### config.mk
export PLATFORM = sky130hd
export DESIGN_NAME = dma_flyby_port
export DESIGN_NICKNAME = d
export VERILOG_FILES = /design/src/rtl/dma_flyby_port.sv
export SDC_FILE = /design/constraint.sdc
export NUM_CORES = 1
export LEC_CHECK = 0
export ABC_AREA = 1
export BUFFER_PORTS_ARGS = -buffer_cell sky130_fd_sc_hd__buf_2
export CAP_MARGIN = 20
export CORE_MARGIN = 5
export CORE_UTILIZATION = 40
export DETAILED_ROUTE_END_ITERATION = 8
export RECOVER_POWER = 50
export SYNTH_ARGS = -nofsm -noshare
export SYNTH_HDL_FRONTEND = slang
export SYNTH_SLANG_ARGS = --single-unit
### constraint.sdc
create_clock -name clk -period 2.23 [get_ports clk]
set_clock_uncertainty 0.05 [all_clocks]
set_input_delay 0.223 -clock clk [delete_from_list [all_inputs] [get_ports clk]]
set_output_delay 0.223 -clock clk [all_outputs]
set_load 0.01 [all_outputs]
### src/rtl/dma_flyby_port.sv
module dma_flyby_port #(
  parameter int DEPTH = 16,
  parameter int DW    = 8
) (
  input  logic          clk,
  input  logic          rst_n,
  input  logic          cfg_alt_mode,
  input  logic          core_wr_en,
  input  logic [DW-1:0] core_wr_data,
  input  logic          core_pkt_end,
  input  logic          core_rd_en,
  output logic [DW-1:0] core_rd_data,
  output logic          core_rd_valid,
  output logic          xfer_req,
  input  logic          xfer_ack,
  input  logic          rd_stb_n,
  input  logic          wr_stb_n,
  input  logic [DW-1:0] bus_i,
  output logic [DW-1:0] bus_o,
  output logic          bus_oe
);
  localparam int AW = (DEPTH > 1) ? $clog2(DEPTH) : 1;
  localparam int CW = AW + 1;
  localparam logic [CW-1:0] FULL = CW'(DEPTH);
  localparam logic [AW-1:0] LAST = AW'(DEPTH - 1);

  logic active;
  logic rd_q, wr_q;
  logic rd_rise, wr_rise;

  assign active  = !cfg_alt_mode;
  assign rd_rise = active && xfer_ack && rd_stb_n && !rd_q;
  assign wr_rise = active && xfer_ack && wr_stb_n && !wr_q;

  always_ff @(posedge clk or negedge rst_n) begin
    if (!rst_n) begin
      rd_q <= 1'b1;
      wr_q <= 1'b1;
    end else begin
      rd_q <= rd_stb_n;
      wr_q <= wr_stb_n;
    end
  end

  logic [DW-1:0] rx_mem [DEPTH];
  logic [AW-1:0] rx_wp, rx_rp;
  logic [CW-1:0] rx_cnt, rx_avail, rx_cnt_nx;
  logic          rx_push, rx_pop;

  assign rx_push   = core_wr_en && (rx_cnt != FULL);
  assign rx_pop    = rd_rise && (rx_avail != '0);
  assign rx_cnt_nx = rx_cnt + CW'(rx_push) - CW'(rx_pop);

  always_ff @(posedge clk) begin
    if (rx_push) rx_mem[rx_wp] <= core_wr_data;
  end

  always_ff @(posedge clk or negedge rst_n) begin
    if (!rst_n) begin
      rx_wp    <= '0;
      rx_rp    <= '0;
      rx_cnt   <= '0;
      rx_avail <= '0;
    end else begin
      if (rx_push) rx_wp <= (rx_wp == LAST) ? '0 : rx_wp + 1'b1;
      if (rx_pop)  rx_rp <= (rx_rp == LAST) ? '0 : rx_rp + 1'b1;
      rx_cnt   <= rx_cnt_nx;
      rx_avail <= core_pkt_end ? rx_cnt_nx : rx_avail - CW'(rx_pop);
    end
  end

  logic [DW-1:0] tx_mem [DEPTH];
  logic [AW-1:0] tx_wp, tx_rp;
  logic [CW-1:0] tx_cnt;
  logic          tx_push, tx_pop;

  assign tx_push = wr_rise && (tx_cnt != FULL);
  assign tx_pop  = core_rd_en && (tx_cnt != '0);

  always_ff @(posedge clk) begin
    if (tx_push) tx_mem[tx_wp] <= bus_i;
  end

  always_ff @(posedge clk or negedge rst_n) begin
    if (!rst_n) begin
      tx_wp  <= '0;
      tx_rp  <= '0;
      tx_cnt <= '0;
    end else begin
      if (tx_push) tx_wp <= (tx_wp == LAST) ? '0 : tx_wp + 1'b1;
      if (tx_pop)  tx_rp <= (tx_rp == LAST) ? '0 : tx_rp + 1'b1;
      tx_cnt <= tx_cnt + CW'(tx_push) - CW'(tx_pop);
    end
  end

  assign xfer_req      = active && (rx_avail != '0);
  assign bus_oe        = active && xfer_ack && !rd_stb_n;
  assign bus_o         = rx_mem[rx_rp];
  assign core_rd_data  = tx_mem[tx_rp];
  assign core_rd_valid = (tx_cnt != '0);
endmodule

; ---- Yosys cells after proc, flatten, opt, wreduce, memory -nomap -nowiden
; Memories as Yosys holds them, arrays and structs flattened.
; Cells that the tools add are included.
[op_classes]
addsub = 9
muxes = 9
n_reduce_logical = 17
eq_ne = 6
[op_table]
columns = cell, n
row1 = $add A4 B1 Y4 const B, 4
row2 = $eq A4 B4 Y1 const B, 4
row3 = $mux W4, 4
row4 = $sub A5 B1 Y5, 3
row5 = $logic_and A1 B1 Y1, 11
row6 = $add A5 B1 Y5, 2
row7 = $ne A5 B5 Y1 const B, 2
row8 = $reduce_bool A5 Y1, 2
row9 = $mux W5, 1
row10 = $logic_not A1 Y1, 4
row11 = $mux W1, 4
[word_totals]
reg_bits = 33
mem_bits_rw = 256
out_inout_bits = 19
inputBits = 25
wordCells = 52
memories = 2
[memory_table]
columns = name, words, width, rd, rd_clocked_by_memory_dff, write_ports, line
row1 = rx_mem, 16, 8, 1, 0, 1, 45  ; logic [DW-1:0] rx_mem [DEPTH];
row2 = tx_mem, 16, 8, 1, 0, 1, 72  ; logic [DW-1:0] tx_mem [DEPTH];

; ---- Logic depth before layout (Yosys ltp)
; Gate-level depths: netlist of the first run.
[logic_depth]
word_depth = 7
mapped_depth = 14
ltp_nobuf = 14

; ---- Worst setup path after synthesis of the first run
; Ideal clock, no wire load.
[synth_path]
path_kind = register to register
from = reg tx_cnt[3]
to = reg tx_cnt[4]
setup_slack_ps = -228
setup_time_ps = 79
path_stages_with_launch = 14
path_buffers = 0
required_time_ps = 2101
period_less_slack_ps = 2458
arrival_time_ps = 2329
cell_sequence = dfrtp_1 -> inv_1 -> ha_1 -> nand4_1 -> nand2_1 -> inv_2 -> ha_1 -> inv_1 -> ha_1 -> fa_1 -> a21oi_1 -> nor2_1 -> nor2_1 -> xor2_1
[synth_via]
elab_cells_between_ends = 6
cone_classes = add/sub (2) / eq/ne (1) / reduce/logical (3)
[synth_lines]
columns = item, line
row1 = from (decl), 74  ; logic [CW-1:0] tx_cnt;
row2 = from (signal assigned), 92  ; tx_cnt <= tx_cnt + CW'(tx_push) - CW'(tx_pop);
row3 = $reduce_bool A5 Y1, n/a
row4 = named net core_rd_valid, 13  ; output logic core_rd_valid,
row5 = $logic_and A1 B1 Y1, 78  ; assign tx_pop = core_rd_en && (tx_cnt != '0);
row6 = named net tx_pop, 75  ; logic tx_push, tx_pop;
row7 = $sub A5 B1 Y5, 92
; The timed path passes the listed nets, and every way through them passes these cells.
; A chain may end at the register's enable or synchronous reset.

; ---- Worst setup path after layout of the first run
[layout_path]
from = reg rx_rp[0]
to = out bus_o[2]
[layout_via]
elab_chain_cells = 1
[layout_lines]
columns = item, line
row1 = from (decl), 46  ; logic [AW-1:0] rx_wp, rx_rp;
row2 = from (signal assigned), 66  ; if (rx_pop) rx_rp <= (rx_rp == LAST) ? '0 : rx_rp + 1'b1;
row3 = $mem_v2 Z16 W8, n/a
row4 = to (decl), 19  ; output logic [DW-1:0] bus_o,
; No other way between the ends.

==> reports/metrics.cfg, run 1 <==
[run_status]
outcome = finished, violations left
violations = negative setup slack

[finish]
regArea_um2 = 8520
final_common_cell = nand2_1
final_cell_mix = nand2_1, edfxtp_1, inv_1, nand3_1, buf_4
multi_input_area_um2 = 3820
n_antenna_cell = 0
final.fill_count = 2911
drive_gt1_share_pct = 20.5
syn2layout_area_growth_pct = 24.1
finalInstanceArea_um2 = 16400
layout.nets = 1539
layout.cells.non_filler = 1955

[drt]
drt-total-wl_um = 31300
viasPerCell = 4.70
vias = 9196
drc = 0
detail-route-antenna-nets = 0
drt_pass1_iterations = 5
drt_iter0_markers = 584
detail_route.wl_per_cell_um = 16.0

[critical_path]
crit_path_end_kind = output pin
critical_path_arrival_ns = 1.98
crit_slowest_cell = dfrtp_2
startpoint_type = register
rrSetupSlack_ns = -0.01
cpPeakStageDelay_ns = 0.48
crit_required_ns = 1.96
critPathKind = reg2out
path_max_fanout = 6
crit_chain = inv_8 -> buf_12 -> clkbuf_16 -> nand2_4 -> nand3_2 -> nand2_1 -> nand2_1 -> nand2_2 -> inv_2 -> nand2_2 -> buf_6

[timing]
setup_violations = 6
fin_crit_sh_pct = 101
rsz0062_at_grt = yes
slew_violations = 0
layout_min_cycle_time_ns = 2.25
worstMarginPinSlew_ns = 0.941
worst_slack_ns = -0.0216
maxSlewHeadroom_pct = 37.2
finalHoldViolCount = 0
hold_ws_ns = 0.0548
fmax_mhz = 444
tns_ns = -0.0764

[hold_path]
hold_path_class = in2reg

[clock_network]
clkTransAtPathRegs_ns = 0.06
cts_tree = done
htreeDepth = 1
clockRootBuffer = clkbuf_16
ctsLongestPathBuffers = 3
clkSinkCount = 289
cts_buffers = 31
clk_latency_ns = 0.56

[place]
place_area_um2 = 14300
numPortBuffers = 43
gp_congestion = 0.813
post-dp-hpwl_um = 18100
dp.cells = 1858

[grt]
antenna_found_initial = 0
grt_pass1_vias = 9034
grt_pass1_wl_um = 48100
grt_usage_pct = 16.7
grt_max_degree = 35
grt_overflow_total = 0

[yosys]
ys_warn_count = 0
ys_seq_elements = 289
synthDistinctLibCells = 23
syn_area_um2 = 13200
avgSynthCellArea_um2 = 9.73
yosysSeqAreaShare_pct = 64.6
netlist_instances = 1355
synth_fp_nets = 1406

[floorplanning]
rows = 66
fp.dieH_um = 192
num_io_pins = 44
start_util_pct = 40.5
die_w_um = 192
core_um2 = 32500
die_area_um2 = 36700

[power_and_ir_drop]
total_leakage_power_nw = 7.39
vdd_drop_max_mv = 0.670
power_density_nw_per_um2 = 1210

[run]
cap_violations = 0

[critical path, delay by kind of cell (launching register included)]
family        cells  cell delay [ns]
buf+inv           5             0.60
flops             1             0.48
simple gates      6             0.33
[stage by stage]
| stage | utilization [%] | power, mW | setup slack, ns |
|---|---|---|---|
| CTS | 48.7 | 19.0 | -0.0803 |
| global placement | 43.9 | 12.8 | 0.00139 |
| floorplan | - | 10.9 | -0.0810 |
| finish | 50.3 | 19.7 | -0.0216 |
| global route | 50.3 | 20.9 | -0.117 |
| detailed placement | 43.9 | 13.0 | -0.105 |
[state kept, by name, indices dropped and copies added (netlist names)]
signal	count
rd_q	1
rx_avail	5
rx_cnt	5
rx_mem	128
rx_rp	4
rx_wp	4
tx_cnt	5
tx_mem	128
tx_rp	4
tx_wp	4
wr_q	1
[logic make-up after synthesis]
kind of cell    Yosys count  synth area share (%)
simple gates            681                  21.3
buf+inv                 327                  10.0
flops                   289                  64.6
fa+ha+maj                26                  2.58
compound gates           20                 0.759
xor+xnor                 12                 0.797
[layer usage]
metal  track usage (%)  up-vias  share of wire (%)
met5                 0        -                  0
met4              5.55        0                2.6
met3              2.80       54                5.5
met2              27.5      242                 48
met1              22.5     4341                 44
li1                  -     4559                  -
[final cells by class]
type                            instances  area share (%)
Clock inverter                         19           0.887
Sequential cell                       289            52.0
Timing Repair inverter                  1          0.0382
Clock buffer                           39            5.04
Timing Repair Buffer                  145            8.61
Tap cell                              442            3.38
Multi-Input combinational cell        739            23.4
Inverter                              281            6.63
[where the power goes]
part	internal, mW	switching (mW)
Clock	2.84	2.02
Sequential	6.43	0.383
Combinational	3.39	4.69
[cells in the mapped netlist (all sizes together)]
cell | instances | area, µm²
a21oi | 4 | 20.0
and2 | 2 | 12.5
buf | 42 | 251
clkbuf | 4 | 15.0
dfrtp | 31 | 776
dfstp | 2 | 52.6
edfxtp | 256 | 7690
fa | 2 | 40.0
ha | 24 | 300
inv | 281 | 1050
nand2 | 447 | 1680
nand3 | 184 | 921
nand3b | 1 | 7.51
nand4 | 5 | 31.3
nor2 | 42 | 158
o21ai | 16 | 80.1
xnor2 | 4 | 35.0
xor2 | 8 | 70.1
[path summary, 6_finish.rpt]
| kind | startpoint | endpoint | cells past startpoint |
|---|---|---|---|
| max | rx_rp[0] | bus_o[2] | 11 |
| min | core_wr_en | rx_wp[3] | 4 |
| max reg2reg | tx_cnt[2] | tx_cnt[4] | 13 |
| min reg2reg | tx_rp[3] | tx_rp[3] | 2 |
| max in group asynchronous | rst_n | rx_rp[2] | 2 |
| min in group asynchronous | rst_n | rx_cnt[1] | 2 |
[repair_timing]
action,4_1_cts,5_1_grt
cloned,9,7
hold buffers,4,0
setup buffers,15,8
pin swaps,17,38
setup endpoints to repair,17,22
endpoints found under the hold margin,38,0
resized for setup,49,117
Power figures use the tool's default switching activity.
==> run 2, diff against run 1 <==
--- a/config.mk
+++ b/config.mk
@@ -11,6 +11,7 @@
 export CORE_MARGIN = 5
 export CORE_UTILIZATION = 40
 export DETAILED_ROUTE_END_ITERATION = 8
+export MAX_ROUTING_LAYER = met4
 export RECOVER_POWER = 50
 export SYNTH_ARGS = -nofsm -noshare
 export SYNTH_HDL_FRONTEND = slang
==> constraint.sdc (replaced) <==
create_clock -name clk -period 2.23 [get_ports clk]
set_clock_uncertainty 0.05 [all_clocks]
set_input_delay 0.223 -clock clk [delete_from_list [all_inputs] [get_ports clk]]
set_output_delay 0.223 -clock clk [all_outputs]
set_load 0.005 [all_outputs]
==> reports/metrics.cfg, run 2 (synthesis gave the netlist of run 1 again) <==
[floorplanning]
die_area_um2 = 36700
core_um2 = 32500
die_w_um = 192
num_io_pins = 44
start_util_pct = 40.5
rows = 66
fp.dieH_um = 192

[critical_path]
path_max_fanout = 13
startpoint_type = register
crit_path_end_kind = output pin
crit_required_ns = 1.96
critPathKind = reg2out
critical_path_arrival_ns = 2.00

[power_and_ir_drop]
total_leakage_power_nw = 7.40
power.total_mw = 19.9
vdd_drop_max_mv = 0.727
combPwrFrac_pct = 40.9
power_density_nw_per_um2 = 1210
p_int_mw = 12.8
power.switching_mw = 7.14
clkPwrFrac_pct = 24.8
p_sw_share_pct = 35.9
seq_power_share_pct = 34.3

[timing]
rsz0062_at_grt = yes
finalHoldViolCount = 0
fin_crit_sh_pct = 102
tns_ns = -0.127
slew_violations = 0
maxSlewHeadroom_pct = 38.0
fmax_mhz = 439
worst_slack_ns = -0.0461
setup_violations = 9
hold_ws_ns = 0.0691
layout_min_cycle_time_ns = 2.28
worstMarginPinSlew_ns = 0.931

[run]
cap_violations = 0

[place]
gp_congestion = 0.779
dp.cells = 1856
numPortBuffers = 43
post-dp-hpwl_um = 17800
place_area_um2 = 14200

[finish]
finalInstanceArea_um2 = 16500
layout.nets = 1538
layout.cells.non_filler = 1952
drive_gt1_share_pct = 20.7
syn2layout_area_growth_pct = 24.8
n_antenna_cell = 0
final_cell_mix = nand2_1, inv_1, edfxtp_1, nand3_1, buf_4
final_common_cell = nand2_1
reg_top3 = rx_mem: 128 flops, tx_mem: 128 flops

[grt]
grt_overflow_total = 0
grt_pass1_vias = 8844
antenna_found_initial = 0
grt_max_degree = 36
grt_pass1_wl_um = 47800
grt_usage_pct = 17.1

[clock_network]
cts_tree = done
clkTransAtPathRegs_ns = 0.06
ctsLongestPathBuffers = 3
clockRootBuffer = clkbuf_16
clk_latency_ns = 0.54
clkSinkCount = 289
cts_buffers = 31
htreeDepth = 1

[drt]
vias = 9202
drt-total-wl_um = 31700
detail_route.wl_per_cell_um = 16.3
viasPerCell = 4.71
drt_iter0_markers = 650
drc = 0
detail-route-antenna-nets = 0
drt_pass1_iterations = 6

[run_status]
violations = negative setup slack
outcome = finished, violations left

[hold_path]
hold_path_class = in2reg

==> run 2: cell types whose count changed in the layout (fill, tap and decap cells not counted), moves of 4 or more <==
cell	delta
nand2_2	+8
buf_6	-6
clkbuf_1	+6
nand3_1	-6
buf_2	+5
clkbuf_16	+5
nand2_1	-5
buf_4	-4
clkinv_2	-4
nand3_2	+4
==> run 2: final timing paths <==
kind                            startpoint  cells past startpoint               to  slack, ns
worst min register to register    tx_rp[3]                      2         tx_rp[3]       0.47
min in group asynchronous            rst_n                      2         rx_wp[1]       0.28
worst max-delay path              tx_rp[0]                      9  core_rd_data[5]      -0.05
worst max register to register   tx_cnt[2]                     13        tx_cnt[4]      -0.01
max in group asynchronous            rst_n                      2         tx_rp[0]       1.25
worst min-delay path            core_rd_en                      4         tx_rp[0]       0.07
==> run 2: metrics by stage <==
stage / util [%] / setup WS (ns)
after detailed placement: 43.8 / -0.0620
after CTS: 48.0 / -0.0107
final: 50.6 / -0.0461
after floorplan: - / -0.0219
after global routing: 50.6 / -0.183
after global placement: 43.8 / -0.00567
==> run 2: per-layer routing <==
layer,part of all wire (%),GRT usage [%],wire (µm)
met4,1.9,3.54,588
met1,43,22.5,13700
met3,6.0,2.56,1900
met2,49,28.4,15500
met5,0,-,0
==> run 2: worst max-delay path, stage by stage (launching register included) <==
cell and delay [ns]:
dfrtp_2 0.50, buf_12 0.17, inv_8 0.08, clkbuf_16 0.17, nand2_1 0.05, nand3_1 0.06, nand3_1 0.14, nand3_1 0.11
nand2_1 0.06, buf_2 0.12
==> run 2: timing repair <==
action / CTS / global route
pin swaps: 4 / 50
hold endpoints to repair: 38 / 0
gates resized for setup: 42 / 132
gates cloned: 6 / 14
hold buffers: 4 / 0
buffers inserted: 7 / 10
endpoints found under the setup margin: 18 / 22
==> run 2: final cells by class <==
type | count | area (µm²)
timing repair buffer | 143 | 1420
clock buffer | 44 | 825
sequential | 289 | 8520
tap | 442 | 553
clock inverter | 12 | 135
timing repair inverter | 2 | 27.5
fill | 2927 | 16100
inverter | 281 | 1090
multi-input combinational | 739 | 3890
==> run 2: power by group through the flow <==
stage / registers, mW / logic, mW / clock network, mW
2_1_floorplan: 6.76 / 4.07 / 0
3_5_place_dp: 6.84 / 5.98 / 0
3_3_place_gp: 6.82 / 5.88 / 0
6_report: 6.82 / 8.15 / 4.94
5_1_grt: 6.88 / 8.92 / 5.28
4_1_cts: 6.78 / 6.78 / 5.07
